--- src/rtl/accum_alu_pkg.sv ---
`timescale 1ns/1ps
package accum_alu_pkg;
  localparam int OP_W = 4;

  localparam logic [OP_W-1:0] OP_LOAD  = 4'd0;
  localparam logic [OP_W-1:0] OP_ADD   = 4'd1;
  localparam logic [OP_W-1:0] OP_ADDC  = 4'd2;
  localparam logic [OP_W-1:0] OP_SUBD  = 4'd3;
  localparam logic [OP_W-1:0] OP_SUBDB = 4'd4;
  localparam logic [OP_W-1:0] OP_SUBM  = 4'd5;
  localparam logic [OP_W-1:0] OP_SUBMB = 4'd6;
  localparam logic [OP_W-1:0] OP_AND   = 4'd7;
  localparam logic [OP_W-1:0] OP_OR    = 4'd8;
  localparam logic [OP_W-1:0] OP_XOR   = 4'd9;
  localparam logic [OP_W-1:0] OP_SHR   = 4'd10;
  localparam logic [OP_W-1:0] OP_RSHR  = 4'd11;
  localparam logic [OP_W-1:0] OP_SHL   = 4'd12;
  localparam logic [OP_W-1:0] OP_RSHL  = 4'd13;

  typedef enum logic [2:0] {
    RES_PASS, RES_SUM, RES_AND, RES_OR, RES_XOR, RES_SHR, RES_SHL
  } resSel_e;

  typedef struct packed {
    logic    accWr;        // commit accumulator
    logic    flagWr;       // commit flag
    resSel_e resSel;       // result source
    logic    swapOps;      // adder A = acc, B = operand
    logic    invB;         // complement adder B (subtract)
    logic    carryFromFlag;// carry-in taken from flag
    logic    carryConst;   // carry-in constant when not from flag
    logic    fillFromFlag; // shift fill bit is the flag (ring)
  } strobe_t;
endpackage

--- src/rtl/accum_alu_ctrl.sv ---
`timescale 1ns/1ps
module accum_alu_ctrl
  import accum_alu_pkg::*;
(
  input  logic            loadEn,
  input  logic [OP_W-1:0] opSel,
  output strobe_t         strobes
);
  strobe_t dec;

  always_comb begin
    dec        = '0;
    dec.resSel = RES_PASS;
    case (opSel)
      OP_LOAD: begin
        dec.accWr = 1'b1;
      end
      OP_ADD, OP_ADDC: begin
        dec.accWr         = 1'b1;
        dec.flagWr        = 1'b1;
        dec.resSel        = RES_SUM;
        dec.carryFromFlag = (opSel == OP_ADDC);
      end
      OP_SUBD, OP_SUBDB, OP_SUBM, OP_SUBMB: begin
        dec.accWr         = 1'b1;
        dec.flagWr        = 1'b1;
        dec.resSel        = RES_SUM;
        dec.invB          = 1'b1;
        dec.swapOps       = (opSel == OP_SUBM) || (opSel == OP_SUBMB);
        dec.carryFromFlag = (opSel == OP_SUBDB) || (opSel == OP_SUBMB);
        dec.carryConst    = 1'b1;
      end
      OP_AND: begin dec.accWr = 1'b1; dec.resSel = RES_AND; end
      OP_OR:  begin dec.accWr = 1'b1; dec.resSel = RES_OR;  end
      OP_XOR: begin dec.accWr = 1'b1; dec.resSel = RES_XOR; end
      OP_SHR, OP_RSHR: begin
        dec.accWr        = 1'b1;
        dec.flagWr       = 1'b1;
        dec.resSel       = RES_SHR;
        dec.fillFromFlag = (opSel == OP_RSHR);
      end
      OP_SHL, OP_RSHL: begin
        dec.accWr        = 1'b1;
        dec.flagWr       = 1'b1;
        dec.resSel       = RES_SHL;
        dec.fillFromFlag = (opSel == OP_RSHL);
      end
      default: dec = '0;
    endcase
  end

  always_comb begin
    strobes        = dec;
    strobes.accWr  = dec.accWr  & loadEn;
    strobes.flagWr = dec.flagWr & loadEn;
  end
endmodule

--- src/rtl/accum_alu_adder.sv ---
`timescale 1ns/1ps
module accum_alu_adder #(
  parameter int WIDTH = 8
) (
  input  logic [WIDTH-1:0] aIn,
  input  logic [WIDTH-1:0] bIn,
  input  logic             cIn,
  output logic [WIDTH:0]   sumOut
);
  localparam int SUM_W = WIDTH + 1;

  always_comb begin
    sumOut = {1'b0, aIn} + {1'b0, bIn} + {{(SUM_W-1){1'b0}}, cIn};
  end
endmodule

--- src/rtl/accum_alu_dp.sv ---
`timescale 1ns/1ps
module accum_alu_dp
  import accum_alu_pkg::*;
#(
  parameter int WIDTH = 8
) (
  input  logic             clk,
  input  logic             rstN,
  input  strobe_t          strobes,
  input  logic [WIDTH-1:0] operand,
  output logic [WIDTH-1:0] accOut,
  output logic             flagOut
);
  localparam int MSB = WIDTH - 1;

  logic [WIDTH-1:0] accQ, accNext, addA, addBRaw, addB;
  logic             flagQ, flagNext, carryIn, fillBit;
  logic [WIDTH:0]   sumVal;

  always_comb begin
    addA    = strobes.swapOps ? accQ : operand;
    addBRaw = strobes.swapOps ? operand : accQ;
    addB    = strobes.invB ? ~addBRaw : addBRaw;
    carryIn = strobes.carryFromFlag ? flagQ : strobes.carryConst;
    fillBit = strobes.fillFromFlag & flagQ;
  end

  accum_alu_adder #(.WIDTH(WIDTH)) adder_i (
    .aIn   (addA),
    .bIn   (addB),
    .cIn   (carryIn),
    .sumOut(sumVal)
  );

  always_comb begin
    accNext  = operand;
    flagNext = flagQ;
    case (strobes.resSel)
      RES_SUM: begin accNext = sumVal[MSB:0]; flagNext = sumVal[WIDTH]; end
      RES_AND: accNext = operand & accQ;
      RES_OR:  accNext = operand | accQ;
      RES_XOR: accNext = operand ^ accQ;
      RES_SHR: begin accNext = {fillBit, accQ[MSB:1]}; flagNext = accQ[0]; end
      RES_SHL: begin accNext = {accQ[MSB-1:0], fillBit}; flagNext = accQ[MSB]; end
      default: accNext = operand;
    endcase
  end

  always_ff @(posedge clk) begin
    if (!rstN) begin
      accQ  <= '0;
      flagQ <= 1'b0;
    end else begin
      if (strobes.accWr)  accQ  <= accNext;
      if (strobes.flagWr) flagQ <= flagNext;
    end
  end

  assign accOut  = accQ;
  assign flagOut = flagQ;
endmodule

--- src/rtl/accum_alu.sv ---
`timescale 1ns/1ps
module accum_alu
  import accum_alu_pkg::*;
#(
  parameter int DATA_W = 8
) (
  input  logic              clk,
  input  logic              rstN,
  input  logic              loadEn,
  input  logic [OP_W-1:0]   opSel,
  input  logic [DATA_W-1:0] operand,
  output logic [DATA_W-1:0] accOut,
  output logic              flagOut
);
  strobe_t strobes;

  accum_alu_ctrl ctrl_i (
    .loadEn (loadEn),
    .opSel  (opSel),
    .strobes(strobes)
  );

  accum_alu_dp #(.WIDTH(DATA_W)) dp_i (
    .clk    (clk),
    .rstN   (rstN),
    .strobes(strobes),
    .operand(operand),
    .accOut (accOut),
    .flagOut(flagOut)
  );
endmodule

--- config.mk ---
export PLATFORM = sky130hd
export DESIGN_NAME = accum_alu
export DESIGN_NICKNAME = d
export VERILOG_FILES = /design/src/rtl/accum_alu_pkg.sv /design/src/rtl/accum_alu_ctrl.sv /design/src/rtl/accum_alu_adder.sv /design/src/rtl/accum_alu_dp.sv /design/src/rtl/accum_alu.sv
export SDC_FILE = /design/constraint.sdc
export NUM_CORES = 1
export LEC_CHECK = 0
export CORE_MARGIN = 2
export CORE_UTILIZATION = 25
export CTS_BUF_LIST = sky130_fd_sc_hd__clkbuf_4
export DETAILED_ROUTE_END_ITERATION = 8
export HOLD_SLACK_MARGIN = 0.12
export SYNTH_ARGS = -nofsm -noshare
export SYNTH_HDL_FRONTEND = slang
export SYNTH_SLANG_ARGS = --single-unit
--- constraint.sdc ---
create_clock -name clk -period 8.2 [get_ports clk]
set_input_delay 1.64 -clock clk [delete_from_list [all_inputs] [get_ports clk]]
set_output_delay 1.64 -clock clk [all_outputs]
set_load 0.02 [all_outputs]
==> impl_results.md <==
- RePlAce Congestion: approximately 0.95
- Final wirelength: about 5.6 mm
- Resized cells post-CTS: 0
- Via/cell ratio: around 5.4
- Crit end category: flop
- Max FO, Critical Path: 32
- Worst R2R Path Depth: 9
- Final worst path period share: between 70% and 80%
- Dpl cell area: between 2000 and 2500 µm²
- Layout cells sized above 1: around 4.7%
- Fin. Hold Viols: 0
- Max VDD drop: approximately 0.047 mV
- Outcome: finished, final reports clean
- # fillers: roughly 750
- # nets final: 315
- Synth Warn #: 0
- Row count: 30
- Die area: approximately 7900 µm²
- Min-Delay Path Depth: 1
- Worst slew pin tran: 920 ps
- Root Buffer: clkbuf_4
- Power density cells: between 100 and 150 nW/µm²
- Leakage: between 0.8 and 0.9 nW
- GRT Total Usage: about 15%
- Initial antenna violation count: 0
- Pin count of the biggest net entering global routing: 34
- Area growth syn-to-layout: 17.6%
- Sequential Area: 180 µm²
- Slew Limit Headroom: about two fifths
- Buf+Inv Stages, Crit Path: 1
- Vias in the first global route: about 1800
- Via count: about 2000
- Core area: roughly 6900 µm²
- N_diodes: 0
- Critical-path cell list: clkdlybuf4s50_1, xor2_1, nand2_1, nor2_1, a21oi_1, xnor2_1, fa_1, fa_1, a211oi_1, nor2_1, o311ai_0, nand3_1, a21oi_1
- DR WL/cell: between 15 and 20 µm
- Crit start category: input pin
- Worst R2R End: dp_i.accOut[6]
- Clock Tree Buf Depth: 2
- Post-route ant nets: 0
- Die Wd: roughly 89 µm
- Synthesized area: ~1800 µm²
- Max-slew violation count: 0
- Htree depth: 1
- Mean Syn Cell Area: between 6 and 7 µm²
- Dpl hpwl: approximately 4.2 mm
- Drt pass-1 iters: 4
- Tmin final: approximately 5900 ps
- Slowest-stage cell, CP: clkdlybuf4s50_1
- Post-synth ARST share: 0%
- Synth Register Bits: 9
- Required time of the critical path: 8410 ps
- Postcts setup bufs: 0
- CTS Sinks: 9
- Hold Startpoint: dp_i.accOut[3]
- TritonCTS clock tree: yes
- Hold path endpoint: dp_i.accOut[3]
- Crit path arrival time: 6100 ps
- Total grt overflow: 0
- Clock skew: between 10 and 15 ps
- Worst path max stage delay: ~1100 ps
- Tightest Hold Check Type: reg -> reg
- Post-Synthesis Cells: about 260
- Iter 0 DRT Violations: 235
- Post-route cell area: approximately 2100 µm²
- Max-Cap Viols: 0
- Worst-Skew Late Latency: between 200 and 300 ps
- First-pass GRT wire length: roughly 9 mm
- R2R Path Start: dp_i.accOut[0]
- CTS Hold Bufs: 0
- IO buf count: 23
- Syn Nets: 301
- I/O pin total: 24
- Post-synthesis sequential area ratio: between 10% and 20%
- Drc violations: 0
- Multi-input logic area: 1460 µm²
- FF-to-FF setup slack: 5180 ps
- Final setup vio count: 0
- Netlist cell types: 49
- Setup TNS: 0 ps
- Initial Utilization: between 20% and 30%
- Fmax achieved: about 170 MHz
- Post-synth EDFFs: 0
- Crit path kind: in -> reg
- Top_reg_cell synth: dfxtp_1
- CTS Buf Count: 3
- RSZ-0062 raised after global routing: false
- Clock Pin Slew Worst Setup and Hold Paths: 100 ps
- Die height: slightly below 90 µm
- CP delay by family, top: simple AND/OR/NAND/NOR gates
[sequential cells by signal, indices dropped and copies added, names as in the netlist]
| name | cells |
|---|---|
| dp_i.accOut | 8 |
| dp_i.flagOut | 1 |
[kinds of logic after synthesis]
group                      share of synthesized area (%)
DFF                                                 10.0
adders and majority gates                           18.3
AOI/OAI and AO/OA                                   36.1
xor gates and xnor gates                            6.35
buffers and inverters                               8.44
and+or+nand+nor                                     20.3
muxes                                              0.558
[stage by stage]
| stage | power [mW] | hold slack [ps] | util [%] | setup WS (ps) | std cells |
|---|---|---|---|---|---|
| 3_3_place_gp | 0.220 | 540 | 30.3 | 2210 | 366 |
| 6_report | 0.268 | 539 | 30.7 | 2310 | 370 |
| 3_5_place_dp | 0.221 | 533 | 30.3 | 2040 | 366 |
| 2_1_floorplan | 0.173 | 581 | - | 3580 | 261 |
| 4_1_cts | 0.266 | 551 | 30.7 | 2330 | 370 |
| 5_1_grt | 0.289 | 583 | 30.7 | 1970 | 370 |
[worst max path at each step]
stage	start	end	slack [ps]	depth (start not counted)
floorplan	opSel[1]	dp_i.accOut[6]	3580	13
global placement	opSel[0]	dp_i.accOut[6]	2210	13
detailed placement	opSel[0]	dp_i.accOut[6]	2040	13
CTS	opSel[0]	dp_i.accOut[6]	2330	13
global route	opSel[0]	dp_i.accOut[6]	1970	13
finish	opSel[0]	dp_i.accOut[6]	2310	13
[cells in the mapped netlist (all sizes together), types with 2 or more instances]
cell type | instances | share of area (%)
and2 | 3 | 1.0
nor2b | 4 | 1.4
a211o | 2 | 0.98
a21oi | 26 | 7.3
o221ai | 4 | 2.0
fa | 2 | 2.2
a32o | 3 | 1.7
o21bai | 2 | 0.84
o21ai | 30 | 8.6
buf | 9 | 2.8
nor3 | 3 | 0.84
o22ai | 6 | 2.1
a31oi | 4 | 1.4
o221a | 2 | 1.3
inv | 21 | 4.4
nor2 | 27 | 5.8
xnor2 | 11 | 5.4
o311ai | 2 | 0.98
a221oi | 2 | 0.98
dfxtp | 9 | 10
or2 | 3 | 1.2
ha | 23 | 16
xor2 | 2 | 0.98
nand3 | 6 | 1.7
nand2 | 24 | 5.0
o2bb2ai | 2 | 0.98
nor3b | 3 | 1.3
clkbuf | 6 | 1.3
a211oi | 5 | 2.1
and3 | 2 | 0.70
[metal layers]
metal	share of wire, %	up-vias	track usage, %
met5	0	-	0
met4	1.7	0	3.58
met3	7.5	8	2.89
met2	44	101	23.2
met1	47	912	21.1
li1	-	970	-
[cells in the final DEF (no fill, tap or decap), types with 3 or more instances in the layout]
master	netlist	layout
a211oi_1	5	5
a21oi_1	26	26
a31oi_1	4	4
a32o_1	3	3
and2_1	3	3
clkbuf_4	0	4
clkdlybuf4s50_1	0	23
dfxtp_1	9	9
ha_1	23	23
inv_1	21	21
nand2_1	24	24
nand3_1	6	6
nor2_1	26	26
nor2b_1	4	4
nor3_1	3	3
nor3b_1	3	3
o21ai_0	29	29
o221ai_1	4	4
o22ai_1	6	6
xnor2_1	11	11
[final cells by class]
type | instances | area share (%)
multi-input cells | 216 | 69.3
flip-flops and latches | 9 | 8.54
inverters | 21 | 3.74
clock buffers | 4 | 1.42
well taps | 96 | 5.69
repair buffers | 24 | 11.3
[power by group]
| group | internal [mW] | total, mW | switching [mW] |
|---|---|---|---|
| sequential | 0.0485 | 0.0575 | 0.00906 |
| combinational | 0.0717 | 0.165 | 0.0933 |
| clock | 0.0222 | 0.0453 | 0.0231 |
No activity file was read; power rests on OpenSTA's default activity.
